### src/rtl/mdio_mgmt_pkg.sv
package mdio_mgmt_pkg;

    typedef enum logic [2:0] {
        ST_IDLE,
        ST_PRE,
        ST_HDR,
        ST_TURN,
        ST_DATA,
        ST_TAIL,
        ST_RECOV
    } frame_state_e;

    localparam logic [1:0] START_CODE = 2'b01;
    localparam logic [1:0] OPC_READ   = 2'b10;
    localparam logic [1:0] OPC_WRITE  = 2'b01;

endpackage

### src/rtl/mdc_phase_gen.sv
module mdc_phase_gen #(
    parameter int HALF_DIV = 500
) (
    input  logic clk,
    input  logic rst_n,
    input  logic run,
    output logic mdc,
    output logic slot_end
);
    localparam int CW = (HALF_DIV > 1) ? $clog2(HALF_DIV) : 1;
    localparam logic [CW-1:0] LAST = CW'(HALF_DIV - 1);

    typedef struct packed {
        logic [CW-1:0] cnt;
        logic          ph;
    } phase_t;

    phase_t ph_d, ph_q;

    always_comb begin
        ph_d = ph_q;
        if (!run) begin
            ph_d = '0;
        end else if (ph_q.cnt == LAST) begin
            ph_d.cnt = '0;
            ph_d.ph  = ~ph_q.ph;
        end else begin
            ph_d.cnt = ph_q.cnt + 1'b1;
        end
    end

    always_ff @(posedge clk or negedge rst_n) begin
        if (!rst_n) ph_q <= '0;
        else        ph_q <= ph_d;
    end

    assign mdc      = ph_q.ph;
    assign slot_end = run && ph_q.ph && (ph_q.cnt == LAST);

endmodule

### src/rtl/mdio_frame_seq.sv
module mdio_frame_seq
    import mdio_mgmt_pkg::*;
#(
    parameter int IDX_W     = 10,
    parameter int DATA_W    = 16,
    parameter int PRE_LEN   = 32,
    parameter int RECOV_LEN = 32,
    parameter int SLOW_BASE = 768
) (
    input  logic              clk,
    input  logic              rst_n,
    input  logic              slot_end,
    input  logic              mdio_in,
    input  logic              cmd_valid,
    input  logic              cmd_write,
    input  logic [IDX_W-1:0]  cmd_index,
    input  logic [DATA_W-1:0] cmd_wdata,
    output logic              cmd_ready,
    output logic              mdio_out,
    output logic              mdio_oe,
    output logic              rsp_done,
    output logic [DATA_W-1:0] rsp_rdata,
    output logic              rsp_absent
);
    localparam int HDR_W  = 4 + IDX_W;
    localparam int MAX_A  = (PRE_LEN > RECOV_LEN) ? PRE_LEN : RECOV_LEN;
    localparam int MAX_B  = (HDR_W > DATA_W) ? HDR_W : DATA_W;
    localparam int MAXLEN = (MAX_A > MAX_B) ? MAX_A : MAX_B;
    localparam int CW     = $clog2(MAXLEN + 1);

    typedef struct packed {
        frame_state_e      st;
        logic [CW-1:0]     cnt;
        logic [HDR_W-1:0]  hdr;
        logic [HDR_W-1:0]  hdr0;
        logic [DATA_W-1:0] shreg;
        logic              wr;
        logic              dummy;
        logic              oe;
        logic              dout;
        logic              done;
        logic [DATA_W-1:0] rdata;
        logic              absent;
    } seq_t;

    seq_t s_d, s_q;
    logic fin;
    logic fin_abs;

    always_comb begin
        s_d     = s_q;
        s_d.done = 1'b0;
        fin     = 1'b0;
        fin_abs = 1'b0;
        case (s_q.st)
            ST_IDLE: begin
                if (cmd_valid) begin
                    s_d.st    = ST_PRE;
                    s_d.cnt   = '0;
                    s_d.oe    = 1'b1;
                    s_d.dout  = 1'b1;
                    s_d.wr    = cmd_write;
                    s_d.hdr   = {START_CODE, (cmd_write ? OPC_WRITE : OPC_READ), cmd_index};
                    s_d.hdr0  = {START_CODE, (cmd_write ? OPC_WRITE : OPC_READ), cmd_index};
                    s_d.shreg = cmd_wdata;
                    s_d.dummy = !cmd_write && (cmd_index >= IDX_W'(SLOW_BASE));
                end
            end
            ST_PRE: if (slot_end) begin
                if (s_q.cnt == CW'(PRE_LEN - 1)) begin
                    s_d.st   = ST_HDR;
                    s_d.cnt  = '0;
                    s_d.dout = s_q.hdr[HDR_W-1];
                    s_d.hdr  = {s_q.hdr[HDR_W-2:0], 1'b0};
                end else begin
                    s_d.cnt = s_q.cnt + 1'b1;
                end
            end
            ST_HDR: if (slot_end) begin
                if (s_q.cnt == CW'(HDR_W - 1)) begin
                    s_d.st   = ST_TURN;
                    s_d.cnt  = '0;
                    s_d.oe   = s_q.wr;
                    s_d.dout = 1'b1;
                end else begin
                    s_d.cnt  = s_q.cnt + 1'b1;
                    s_d.dout = s_q.hdr[HDR_W-1];
                    s_d.hdr  = {s_q.hdr[HDR_W-2:0], 1'b0};
                end
            end
            ST_TURN: if (slot_end) begin
                if (s_q.cnt == '0) begin
                    s_d.cnt  = 1;
                    s_d.dout = 1'b0;
                end else begin
                    s_d.cnt = '0;
                    if (s_q.wr) begin
                        s_d.st    = ST_DATA;
                        s_d.dout  = s_q.shreg[DATA_W-1];
                        s_d.shreg = {s_q.shreg[DATA_W-2:0], 1'b0};
                    end else if (mdio_in) begin
                        s_d.st = ST_RECOV;
                    end else begin
                        s_d.st = ST_DATA;
                    end
                end
            end
            ST_DATA: if (slot_end) begin
                if (s_q.wr) begin
                    s_d.dout  = s_q.shreg[DATA_W-1];
                    s_d.shreg = {s_q.shreg[DATA_W-2:0], 1'b0};
                end else begin
                    s_d.shreg = {s_q.shreg[DATA_W-2:0], mdio_in};
                end
                if (s_q.cnt == CW'(DATA_W - 1)) begin
                    s_d.st  = ST_TAIL;
                    s_d.cnt = '0;
                    s_d.oe  = 1'b0;
                end else begin
                    s_d.cnt = s_q.cnt + 1'b1;
                end
            end
            ST_TAIL: if (slot_end) begin
                if (s_q.cnt == (s_q.wr ? CW'(0) : CW'(1))) fin = 1'b1;
                else                                       s_d.cnt = s_q.cnt + 1'b1;
            end
            ST_RECOV: if (slot_end) begin
                if (s_q.cnt == CW'(RECOV_LEN - 1)) begin
                    fin     = 1'b1;
                    fin_abs = 1'b1;
                end else begin
                    s_d.cnt = s_q.cnt + 1'b1;
                end
            end
            default: s_d.st = ST_IDLE;
        endcase

        if (fin) begin
            if (s_q.dummy) begin
                s_d.dummy = 1'b0;
                s_d.st    = ST_PRE;
                s_d.cnt   = '0;
                s_d.oe    = 1'b1;
                s_d.dout  = 1'b1;
                s_d.hdr   = s_q.hdr0;
            end else begin
                s_d.st     = ST_IDLE;
                s_d.done   = 1'b1;
                s_d.absent = fin_abs;
                if (!s_q.wr) s_d.rdata = fin_abs ? '1 : s_q.shreg;
            end
        end
    end

    always_ff @(posedge clk or negedge rst_n) begin
        if (!rst_n) s_q <= '0;
        else        s_q <= s_d;
    end

    assign cmd_ready  = (s_q.st == ST_IDLE);
    assign mdio_out   = s_q.dout;
    assign mdio_oe    = s_q.oe;
    assign rsp_done   = s_q.done;
    assign rsp_rdata  = s_q.rdata;
    assign rsp_absent = s_q.absent;

endmodule

### src/rtl/mdio_mgmt_master.sv
module mdio_mgmt_master #(
    parameter int HALF_DIV  = 500,
    parameter int IDX_W     = 10,
    parameter int DATA_W    = 16,
    parameter int PRE_LEN   = 32,
    parameter int RECOV_LEN = 32,
    parameter int SLOW_BASE = 768
) (
    input  logic              clk,
    input  logic              rst_n,
    input  logic              cmd_valid,
    output logic              cmd_ready,
    input  logic              cmd_write,
    input  logic [IDX_W-1:0]  cmd_index,
    input  logic [DATA_W-1:0] cmd_wdata,
    output logic              rsp_done,
    output logic [DATA_W-1:0] rsp_rdata,
    output logic              rsp_absent,
    output logic              mdc,
    output logic              mdio_out,
    output logic              mdio_oe,
    input  logic              mdio_in
);
    logic slot_end;

    mdc_phase_gen #(
        .HALF_DIV(HALF_DIV)
    ) phase_i (
        .clk      (clk),
        .rst_n    (rst_n),
        .run      (~cmd_ready),
        .mdc      (mdc),
        .slot_end (slot_end)
    );

    mdio_frame_seq #(
        .IDX_W     (IDX_W),
        .DATA_W    (DATA_W),
        .PRE_LEN   (PRE_LEN),
        .RECOV_LEN (RECOV_LEN),
        .SLOW_BASE (SLOW_BASE)
    ) seq_i (
        .clk        (clk),
        .rst_n      (rst_n),
        .slot_end   (slot_end),
        .mdio_in    (mdio_in),
        .cmd_valid  (cmd_valid),
        .cmd_write  (cmd_write),
        .cmd_index  (cmd_index),
        .cmd_wdata  (cmd_wdata),
        .cmd_ready  (cmd_ready),
        .mdio_out   (mdio_out),
        .mdio_oe    (mdio_oe),
        .rsp_done   (rsp_done),
        .rsp_rdata  (rsp_rdata),
        .rsp_absent (rsp_absent)
    );

endmodule

### config.mk
export PLATFORM = sky130hd
export DESIGN_NAME = mdio_mgmt_master
export DESIGN_NICKNAME = d
export VERILOG_FILES = /design/src/rtl/mdio_mgmt_pkg.sv /design/src/rtl/mdc_phase_gen.sv /design/src/rtl/mdio_frame_seq.sv /design/src/rtl/mdio_mgmt_master.sv
export SDC_FILE = /design/constraint.sdc
export NUM_CORES = 1
export LEC_CHECK = 0
export BUFFER_PORTS_ARGS = -buffer_cell sky130_fd_sc_hd__buf_4
export CORE_MARGIN = 2
export CORE_UTILIZATION = 54
export DETAILED_ROUTE_END_ITERATION = 12
export PLACE_DENSITY = 0.89
export SYNTH_ARGS = -nofsm -noshare
export SYNTH_HDL_FRONTEND = slang
export SYNTH_SLANG_ARGS = --single-unit
### constraint.sdc
create_clock -name clk -period 2.3 [get_ports clk]
set_clock_uncertainty 0.05 [all_clocks]
set_input_delay 0.69 -clock clk [delete_from_list [all_inputs] [get_ports clk]]
set_output_delay 0.69 -clock clk [all_outputs]
set_load 0.005 [all_outputs]
==> results of run 1 <==
==> layout by cell type (no fill, tap or decap), drive strengths merged, types with 4 or more instances in the layout <==
cell type,instances
nor4,7
nand2b,4
a21oi,13
nand2,51
buf,136
mux2,4
a22oi,4
o21ai,22
clkbuf,9
a211oi,6
nand4,9
a222oi,10
and3,4
and2,5
inv,40
nand3,29
nor3,7
o31ai,4
xnor2,8
mux2i,26
dfrtp,83
a41oi,4
a31oi,24
nor2b,5
nor2,63
o211ai,6
ha,5
==> cells by family (layout without fill, tap and decap cells) <==
family,after synthesis,in the layout
AOI/OAI and AO/OA,129,129
xor gates and xnor gates,10,10
adders and majority gates,5,5
buffers and inverters,90,189
DFF,83,83
muxes,30,30
and+or+nand+nor,201,201
==> worst min path at each step <==
| stage | startpoint | to | slack, ns |
|---|---|---|---|
| 3_3_place_gp | seq_i.s_q[38] | seq_i.s_q[38] | 0.40 |
| 4_1_cts | rst_n | phase_i.ph_q[4] | 0.23 |
| 3_5_place_dp | seq_i.s_q[50] | seq_i.s_q[50] | 0.41 |
| 2_1_floorplan | rst_n | phase_i.mdc | 0.34 |
| 6_report | rst_n | phase_i.ph_q[4] | 0.23 |
| 5_1_grt | rst_n | seq_i.rsp_rdata[12] | 0.26 |
==> per-layer routing <==
| layer | vias up | part of all wire, % | wire length (um) |
|---|---|---|---|
| li1 | 2156 | - | - |
| met1 | 2248 | 40 | 5971 |
| met2 | 234 | 49 | 7279 |
| met3 | 64 | 7.0 | 1041 |
| met4 | 0 | 3.6 | 533 |
| met5 | - | 0 | 0 |
==> final cells by class <==
class / count / area [um2]
fill: 673 / 2843
multi-input combinational: 375 / 2587
sequential: 83 / 2085
timing repair buffer: 136 / 1115
inverter: 37 / 143.9
tap: 111 / 138.9
clock buffer: 9 / 123.9
clock inverter: 7 / 72.57
==> state kept, by name (all words and copies together), names as in the netlist <==
register,cells
seq_i.s_q,53
seq_i.rsp_rdata,16
phase_i.ph_q,9
phase_i.mdc,1
seq_i.mdio_oe,1
seq_i.mdio_out,1
seq_i.rsp_absent,1
seq_i.rsp_done,1
==> timing repair <==
| item | in CTS | in global routing |
|---|---|---|
| gates resized for setup | 9 | 30 |
| setup endpoints to repair | 8 | 38 |
| buffers inserted | 6 | 6 |
| pin swaps | 3 | 7 |
==> critical path, stage by stage, from the launching register on <==
cell and delay [ns]:
dfrtp_1 0.43, buf_4 0.15, ha_2 0.19, a41o_1 0.20, a221o_2 0.40, buf_6 0.15, a222oi_1 0.44, mux2i_2 0.15
==> power by group through the flow <==
| stage | logic [mW] | registers (mW) | clock network, mW |
|---|---|---|---|
| finish | 0.127 | 1.48 | 1.08 |
| global route | 0.141 | 1.49 | 1.14 |
| CTS | 0.128 | 1.48 | 1.09 |
| detailed placement | 0.128 | 1.51 | 0 |
| global placement | 0.124 | 1.51 | 0 |
| floorplan | 0.0368 | 1.51 | 0 |
==> out/results.ini, run 1 <==
[status]
status=finished, violations left
violations=setup timing

[clocking]
cts_num_sinks=83
htree_levels=3
cts_made_buffers=9
clock_path_buffers=2
clkLatencyLatePin_ns=0.37
cts_hold_buf=0
clkSlewWorstSetupHoldPaths_ns=0.10
root_buffer=clkbuf_8
cts_tree=yes

[power]
power.switching_mw=0.7406
seqPwrFrac_pct=55.1
p_leak_nw=2.755
clkPwrFrac_pct=40.2
p_per_area_nw_per_um2=430.3
comb_power_share_pct=4.7
finalPower_mw=2.696
netSwitchingFraction_pct=27.47
p_int_mw=1.956
vdd_drop_max_v=0.0003940

[sta]
fin_hold_ws_ns=0.2271
slew_viol_final=0
worstMarginPinSlew_ns=0.4820
rsz0062_at_grt=yes
relSlewSlack_pct=67.44
finalCriticalPeriod_ns=2.313
fmax_mhz=432.3
layout_setup_ws_ns=-0.01311
finalHoldViolations=0
setup_violations=1
period_share_pct=100.6
setup-tns-final_ns=-0.01311

[placement]
port_buffers=52
gp_congestion=0.9991
dp_hpwl_um=10480
placed_cell_area_um2=5829
post-place-ws_ns=-0.1703
placed_cells=731

[setup_path]
r2r-start=seq_i.s_q[66]
r2r_end=seq_i.s_q[57]
cp_max_fo=6
required_ns=2.48
cp-startpoint=seq_i.s_q[66]
path_class=flip-flop to flip-flop
cp-end-kind=flip-flop
worstSetupEndpoint=seq_i.s_q[57]
arrival_ns=2.50
ff2ff_path_depth=7
r2r_setup_slack_ns=-0.01
crit_path_start_kind=flip-flop

[synthesis]
synth_nets=584
synth_top_family_by_area=simple AND/OR/NAND/NOR gates
avgSynthCellArea_um2=9.135
yosysMostFrequentCell=dfrtp_1
synth_compound_area_share_pct=19.12
async_flop_share_pct=100.0
synth_xor_area_share_pct=1.750
synth.distinct_cells=83
synth.area.top_cells=dfrtp_1, mux2i_1, nor2_1, nand2_1, a31oi_1
yosys.area_share.simple_pct=20.72
synth_flop_cell=dfrtp_1
post-synth-top-area-fraction_pct=41.49
synth_edf_count=0
yosysWarnings=0
synth_fa_ha_area_share_pct=1.250
syn_area_um2=5006
syn_inst=548
yosysTopAreaCell=dfrtp_1
ys_seq_elements=83
synth_commonest_cells=dfrtp_1, nor2_1, nand2_1
synth-seq-area-share_pct=41.49
synthMuxAreaShare_pct=6.098

[global_routing]
grt_overflow=0
grt_most_used_layer=met2
met1_usage_pct=38.45
grt_max_degree=40
grt_pass1_wl_um=23710
grt_usage_pct=29.87
use_met3_pct=5.641
antenna_found_initial=0
met2_usage_pct=48.68
grt_pass1_vias=4776

[die]
rows=35
start_util_pct=54.96
die_w_um=100.3
die-area_um2=10060
ios=53
dieHeight_um=100.3
coreArea_um2=9109

[detailed_routing]
viasPerCell=6.203
drtPass1Iterations=5
vias=4702
drc=0
drt-total-wl_um=14820
wl_per_cell_um=19.56
ant_nets=0
drtIter0Drc=496

[cells_and_area]
drive_above_1_share_pct=31.38
syn2layout_area_growth_pct=25.17
layoutNonFillerInstCount=758
final_util_pct=68.79
insertedDiodeCount=0
design_area_um2=6266
finalNetCount=678

[run]
drv_cap=0

[worst_hold_path]
holdCritPathClass=input pin to async pin

Power figures use the tool's default switching activity.
==> run 2, diff against run 1 <==
Settings changed: PLACE_DENSITY 0.89 to 0.77.
==> run 2 against run 1 <==
  * The run still ends with setup timing left
  * Via count is 0.74% higher
  * Combinational power about the same
  * Count of clock-buffer cells in the layout unchanged
  * Fmax is 1.1% lower
  * Global-route usage decreased by 0.077 points
  * Clock power grew 24%
  * Worst hold slack got worse by 0.0042 ns
  * Flip-flop and latch count unchanged
  * Final cell count grew 0.53%
  * Non-clock buffer count increased by 4
  * Wire length grew 1.3%
  * Register-to-register slack lost 0.03 ns
==> out/results.ini, run 2 (synthesis gave the netlist of run 1 again) <==
[status]
status=finished, violations left
violations=setup timing

[global_routing]
grt_max_degree=40  ; unchanged
antenna_found_initial=0  ; unchanged
grt_usage_pct=29.79  ; -0.077 points
grt_pass1_wl_um=23280  ; -1.8%
grt_pass1_vias=4501  ; -5.8%
grt_overflow=0  ; unchanged

[placement]
placed_cell_area_um2=5772  ; -0.99%
dp_hpwl_um=10510  ; +0.24%
port_buffers=52  ; unchanged
post-place-ws_ns=-0.1124  ; +0.05787 ns
gp_congestion=1.033  ; +3.4%

[die]
dieHeight_um=100.3  ; unchanged
start_util_pct=54.96  ; unchanged
rows=35  ; unchanged
ios=53  ; unchanged
coreArea_um2=9109  ; unchanged
die-area_um2=10060  ; unchanged
die_w_um=100.3  ; unchanged

[power]
p_leak_nw=2.886  ; +4.7%
finalPower_mw=2.952  ; +9.5%
vdd_drop_max_v=0.0003527  ; -10%
p_per_area_nw_per_um2=463.0  ; +7.6%

[setup_path]
r2r_setup_slack_ns=-0.04  ; -0.03 ns
cp-end-kind=flip-flop
cp-startpoint=seq_i.s_q[66]
worstSetupEndpoint=seq_i.s_q[61]
critical_path_depth=7  ; unchanged
required_ns=2.46  ; -0.02 ns
r2r_end=seq_i.s_q[61]
crit_path_start_kind=flip-flop
ff2ff_path_depth=7  ; unchanged
cpMaxStageDelayCell=a221o_2
r2r-start=seq_i.s_q[66]
cp_max_fo=9  ; +3
path_delay_family=compound AO/OA/AOI/OAI gates
path_cells=buf_6, ha_2, a41o_1, a221o_2, buf_6, a222oi_1, mux2i_1
max_stage_delay_ns=0.44  ; about the same
cpMostUsedCell=buf_6
cp_num_buf_inv=2  ; unchanged
arrival_ns=2.50  ; about the same
path_class=flip-flop to flip-flop

[cells_and_area]
largest_reg_flops=53  ; unchanged
design_area_um2=6376  ; +1.8%
final_cell_mix=buf_4, dfrtp_1, nor2_1
drive_above_1_share_pct=32.10  ; +0.73 points
insertedDiodeCount=0  ; unchanged
top_register=seq_i.s_q
mostFrequentLayoutCell=buf_4
finalNetCount=682  ; +0.59%
syn2layout_area_growth_pct=27.37

[clocking]
cts_tree=yes
cts_made_buffers=9  ; unchanged
clkLatencyLatePin_ns=0.36  ; about the same
cts_num_sinks=83  ; unchanged
htree_levels=3  ; unchanged
clkSlewWorstSetupHoldPaths_ns=0.10  ; about the same
clock_path_buffers=2  ; unchanged
cts_hold_buf=0  ; unchanged
root_buffer=clkbuf_8

[sta]
finalHoldViolations=0  ; unchanged
fmax_mhz=427.4  ; -1.1%
setup_violations=1  ; unchanged
finalCriticalPeriod_ns=2.340  ; +0.02674 ns
worstMarginPinSlew_ns=0.4545  ; -0.02745 ns
period_share_pct=101.7  ; +1.2 points
rsz0062_at_grt=yes
fin_hold_ws_ns=0.2228  ; -0.004244 ns
layout_setup_ws_ns=-0.03986  ; -0.02674 ns
relSlewSlack_pct=69.70  ; +2.3 points
slew_viol_final=0  ; unchanged
setup-tns-final_ns=-0.03986  ; -0.02674 ns

[detailed_routing]
drc=0  ; unchanged
wl_per_cell_um=19.70  ; +0.74%
met2_length_um=7213  ; -0.91%
ant_nets=0  ; unchanged
maxUsedRoutingLayer=met4
vias=4737  ; +0.74%
dr_wl_met3_um=1012  ; -2.8%
wl_met1_um=6421  ; +7.5%
drtIter0Drc=383  ; -23%
viasPerCell=6.217  ; +0.22%
drtPass1Iterations=5  ; unchanged
drt-total-wl_um=15010  ; +1.3%

[worst_hold_path]
holdCritPathClass=input pin to async pin

[run]
drv_cap=0  ; unchanged

==> run 2: changes by cell type in the layout (fill, tap and decap cells not counted), sizes merged <==
cell | previous run | this run
bufinv | 0 | 3
clkbuf | 9 | 10
buf | 136 | 139
clkinvlp | 3 | 0
clkinv | 1 | 0
inv | 40 | 41
==> run 2: layout make-up <==
class                           instances  area, um2
Clock buffer                            9      123.9
Multi-Input combinational cell        375       2590
Timing Repair Buffer                  140       1170
Fill cell                             714       2733
Tap cell                              111      138.9
Clock inverter                          7      127.6
Inverter                               37      141.4
Sequential cell                        83       2085
==> run 2: worst min-delay path by stage <==
stage	to	slack (ns)
2_1_floorplan	phase_i.mdc	0.34
3_3_place_gp	seq_i.s_q[50]	0.41
3_5_place_dp	seq_i.s_q[50]	0.42
4_1_cts	seq_i.s_q[74]	0.22
5_1_grt	seq_i.s_q[22]	0.24
6_report	seq_i.s_q[22]	0.22
==> run 2: per-stage QoR <==
step           util [%]  instances
5_1_grt           70.00        762
3_3_place_gp      63.37        725
3_5_place_dp      63.37        725
2_1_floorplan         -        548
6_report          70.00        762
4_1_cts           67.09        749
==> run 2: layer usage <==
metal | vias to the layer above | GRT usage (%)
met4 | 0 | 9.905
met5 | - | 0
met3 | 35 | 4.735
met2 | 234 | 48.48
met1 | 2311 | 40.76
li1 | 2157 | -
==> run 2: repair_timing <==
item / in CTS / in global routing
pin swaps: 5 / 9
cloned: 1 / 2
setup endpoints to repair: 12 / 35
buffers inserted: 8 / 11
resized for setup: 11 / 38
==> run 2: power breakdown <==
part / total, mW / switching, mW / internal, mW
logic: 0.127 / 0.0684 / 0.0583
clock network: 1.34 / 0.600 / 0.741
registers: 1.48 / 0.0115 / 1.47
==> run 3, diff against run 2 <==
Settings changed: BUFFER_PORTS_ARGS -buffer_cell sky130_fd_sc_hd__buf_4 to -buffer_cell sky130_fd_sc_hd__buf_2.
==> run 3 against run 2 <==
  * The flow still finishes with violations (setup timing)
  * Total power shrank 8.8%
  * Non-clock buffer count decreased by 4
  * Flip-flop and latch count is the same
  * Setup slack better by 0.039 ns
  * Wire length down 6.1%
  * Utilization fell by 3.6 points
  * Fmax is 1.7% higher
  * Via count fell by 0.42%
  * Register-to-register slack better by 0.04 ns
  * Sequential share of layout area grew 1.7 points
  * Die area did not move
  * Largest power group unchanged
==> out/results.ini, run 3 (synthesis gave the netlist of run 1 again) <==
[power]
p_leak_nw=2.761  ; -4.3%
finalPower_mw=2.693  ; -8.8%
p_per_area_nw_per_um2=445.3  ; -3.8%
vdd_drop_max_v=0.0003516  ; -0.29%

[detailed_routing]
drtPass1Iterations=7  ; +2
wl_per_cell_um=18.60  ; -5.6%
vias=4717  ; -0.42%
viasPerCell=6.223  ; +0.10%
drt-total-wl_um=14100  ; -6.1%
drc=0  ; unchanged
ant_nets=0  ; unchanged
drtIter0Drc=550  ; +44%

[placement]
dp_hpwl_um=10220  ; -2.8%
placed_cells=732  ; +0.97%
port_buffers=52  ; unchanged
placed_cell_area_um2=5684  ; -1.5%
post-place-ws_ns=-0.1040  ; +0.008456 ns
gp_congestion=1.042  ; +0.89%

[global_routing]
grt_max_degree=59  ; +48%
grt_usage_pct=28.78  ; -1.0 points
antenna_found_initial=0  ; unchanged
grt_overflow=0  ; unchanged
grt_pass1_wl_um=22470  ; -3.5%
grt_pass1_vias=4387  ; -2.5%

[cells_and_area]
drive_above_1_share_pct=29.52  ; -2.6 points
layoutNonFillerInstCount=758  ; -0.52%
final_cell_mix=dfrtp_1, buf_4, nor2_1
finalNetCount=678  ; -0.59%
design_area_um2=6047  ; -5.2%
syn2layout_area_growth_pct=20.79
top_register=seq_i.s_q
insertedDiodeCount=0  ; unchanged
largest_reg_flops=53  ; unchanged
mostFrequentLayoutCell=dfrtp_1

[setup_path]
cp-end-kind=flip-flop
crit_path_start_kind=flip-flop
arrival_ns=2.48  ; -0.02 ns
cp_max_fo=6  ; -3
required_ns=2.48  ; +0.02 ns
path_class=flip-flop to flip-flop

[clocking]
clkLatencyLatePin_ns=0.36  ; about the same
clock_path_buffers=2  ; unchanged
cts_num_sinks=83  ; unchanged
htree_levels=3  ; unchanged
root_buffer=clkbuf_8
cts_made_buffers=9  ; unchanged
clkSlewWorstSetupHoldPaths_ns=0.10  ; about the same
cts_tree=yes

[sta]
finalHoldViolations=0  ; unchanged
layout_setup_ws_ns=-0.0006672  ; +0.03919 ns
setup_violations=1  ; unchanged
fmax_mhz=434.7  ; +1.7%
slew_viol_final=0  ; unchanged
worstMarginPinSlew_ns=0.4359  ; -0.01866 ns
period_share_pct=100.0  ; -1.7 points
rsz0062_at_grt=yes
finalCriticalPeriod_ns=2.301  ; -0.03919 ns
relSlewSlack_pct=70.62  ; +0.93 points

[die]
dieHeight_um=100.3  ; unchanged
coreArea_um2=9109  ; unchanged
die-area_um2=10060  ; unchanged
rows=35  ; unchanged
die_w_um=100.3  ; unchanged
start_util_pct=54.96  ; unchanged
ios=53  ; unchanged

[worst_hold_path]
holdCritPathClass=input pin to async pin

[status]
status=finished, violations left
violations=setup timing

[run]
drv_cap=0  ; unchanged

## run 3: cell types whose count changed in the layout (fill, tap and decap cells not counted), sizes merged
cell | before | now
inv | 41 | 39
buf | 139 | 136
clkinvlp | 0 | 2
bufinv | 3 | 1
clkinv | 0 | 1
## run 3: repair_timing
item,4_1_cts,5_1_grt
pin swaps,7,8
setup endpoints to repair,15,43
setup buffers,2,8
resized for setup,10,10
hold buffers,0,0
## run 3: where the power goes
| group | total (mW) | internal (mW) | switching [mW] |
|---|---|---|---|
| combinational | 0.107 | 0.0434 | 0.0639 |
| clock | 1.10 | 0.516 | 0.585 |
| sequential | 1.48 | 1.47 | 0.0119 |
## run 3: path summary, 6_finish.rpt
check,slack (ns),end,cells after the start,start
worst min register to register,0.44,seq_i.s_q[50],1,seq_i.s_q[50]
worst min-delay path,0.18,seq_i.s_q[68],1,rst_n
min in group clk,0.44,seq_i.s_q[50],1,seq_i.s_q[50]
worst max-delay path,-0.0007,seq_i.s_q[60],7,seq_i.s_q[68]
max in group asynchronous,1.38,seq_i.s_q[65],2,rst_n
worst max register to register,-0.0007,seq_i.s_q[60],7,seq_i.s_q[68]
## run 3: through the flow
| stage | TNS [ns] | utilization (%) | hold WS, ns |
|---|---|---|---|
| CTS | 0 | 65.11 | 0.1893 |
| global route | -0.7574 | 66.39 | 0.1994 |
| detailed placement | -0.6215 | 62.40 | 0.4123 |
| finish | -0.0006672 | 66.39 | 0.1845 |
| global placement | 0 | 62.40 | 0.4067 |
| floorplan | 0 | - | 0.3444 |
## run 3: critical path, cell delays in order (launching register included)
cell and delay, ns:
dfrtp_1 0.42, buf_6 0.14, and2_2 0.20, a41o_1 0.24, a221o_2 0.45, buf_6 0.16, a222oi_1 0.36, mux2i_1 0.14
## run 3: metal layers
| metal | up-vias | GRT usage, % | wire (um) |
|---|---|---|---|
| met2 | 231 | 45.17 | 6642 |
| met3 | 51 | 5.571 | 1021 |
| met5 | - | 0 | 0 |
| met4 | 0 | 13.49 | 554 |
| met1 | 2286 | 38.55 | 5877 |
| li1 | 2149 | - | - |
## run 3: area by class of cell
class	count	area (um2)
Timing Repair Buffer	136	964.7
Sequential cell	83	2081
Tap cell	111	138.9
Clock buffer	10	127.6
Inverter	37	141.4
Multi-Input combinational cell	375	2520
Fill cell	744	3062
Clock inverter	6	73.82
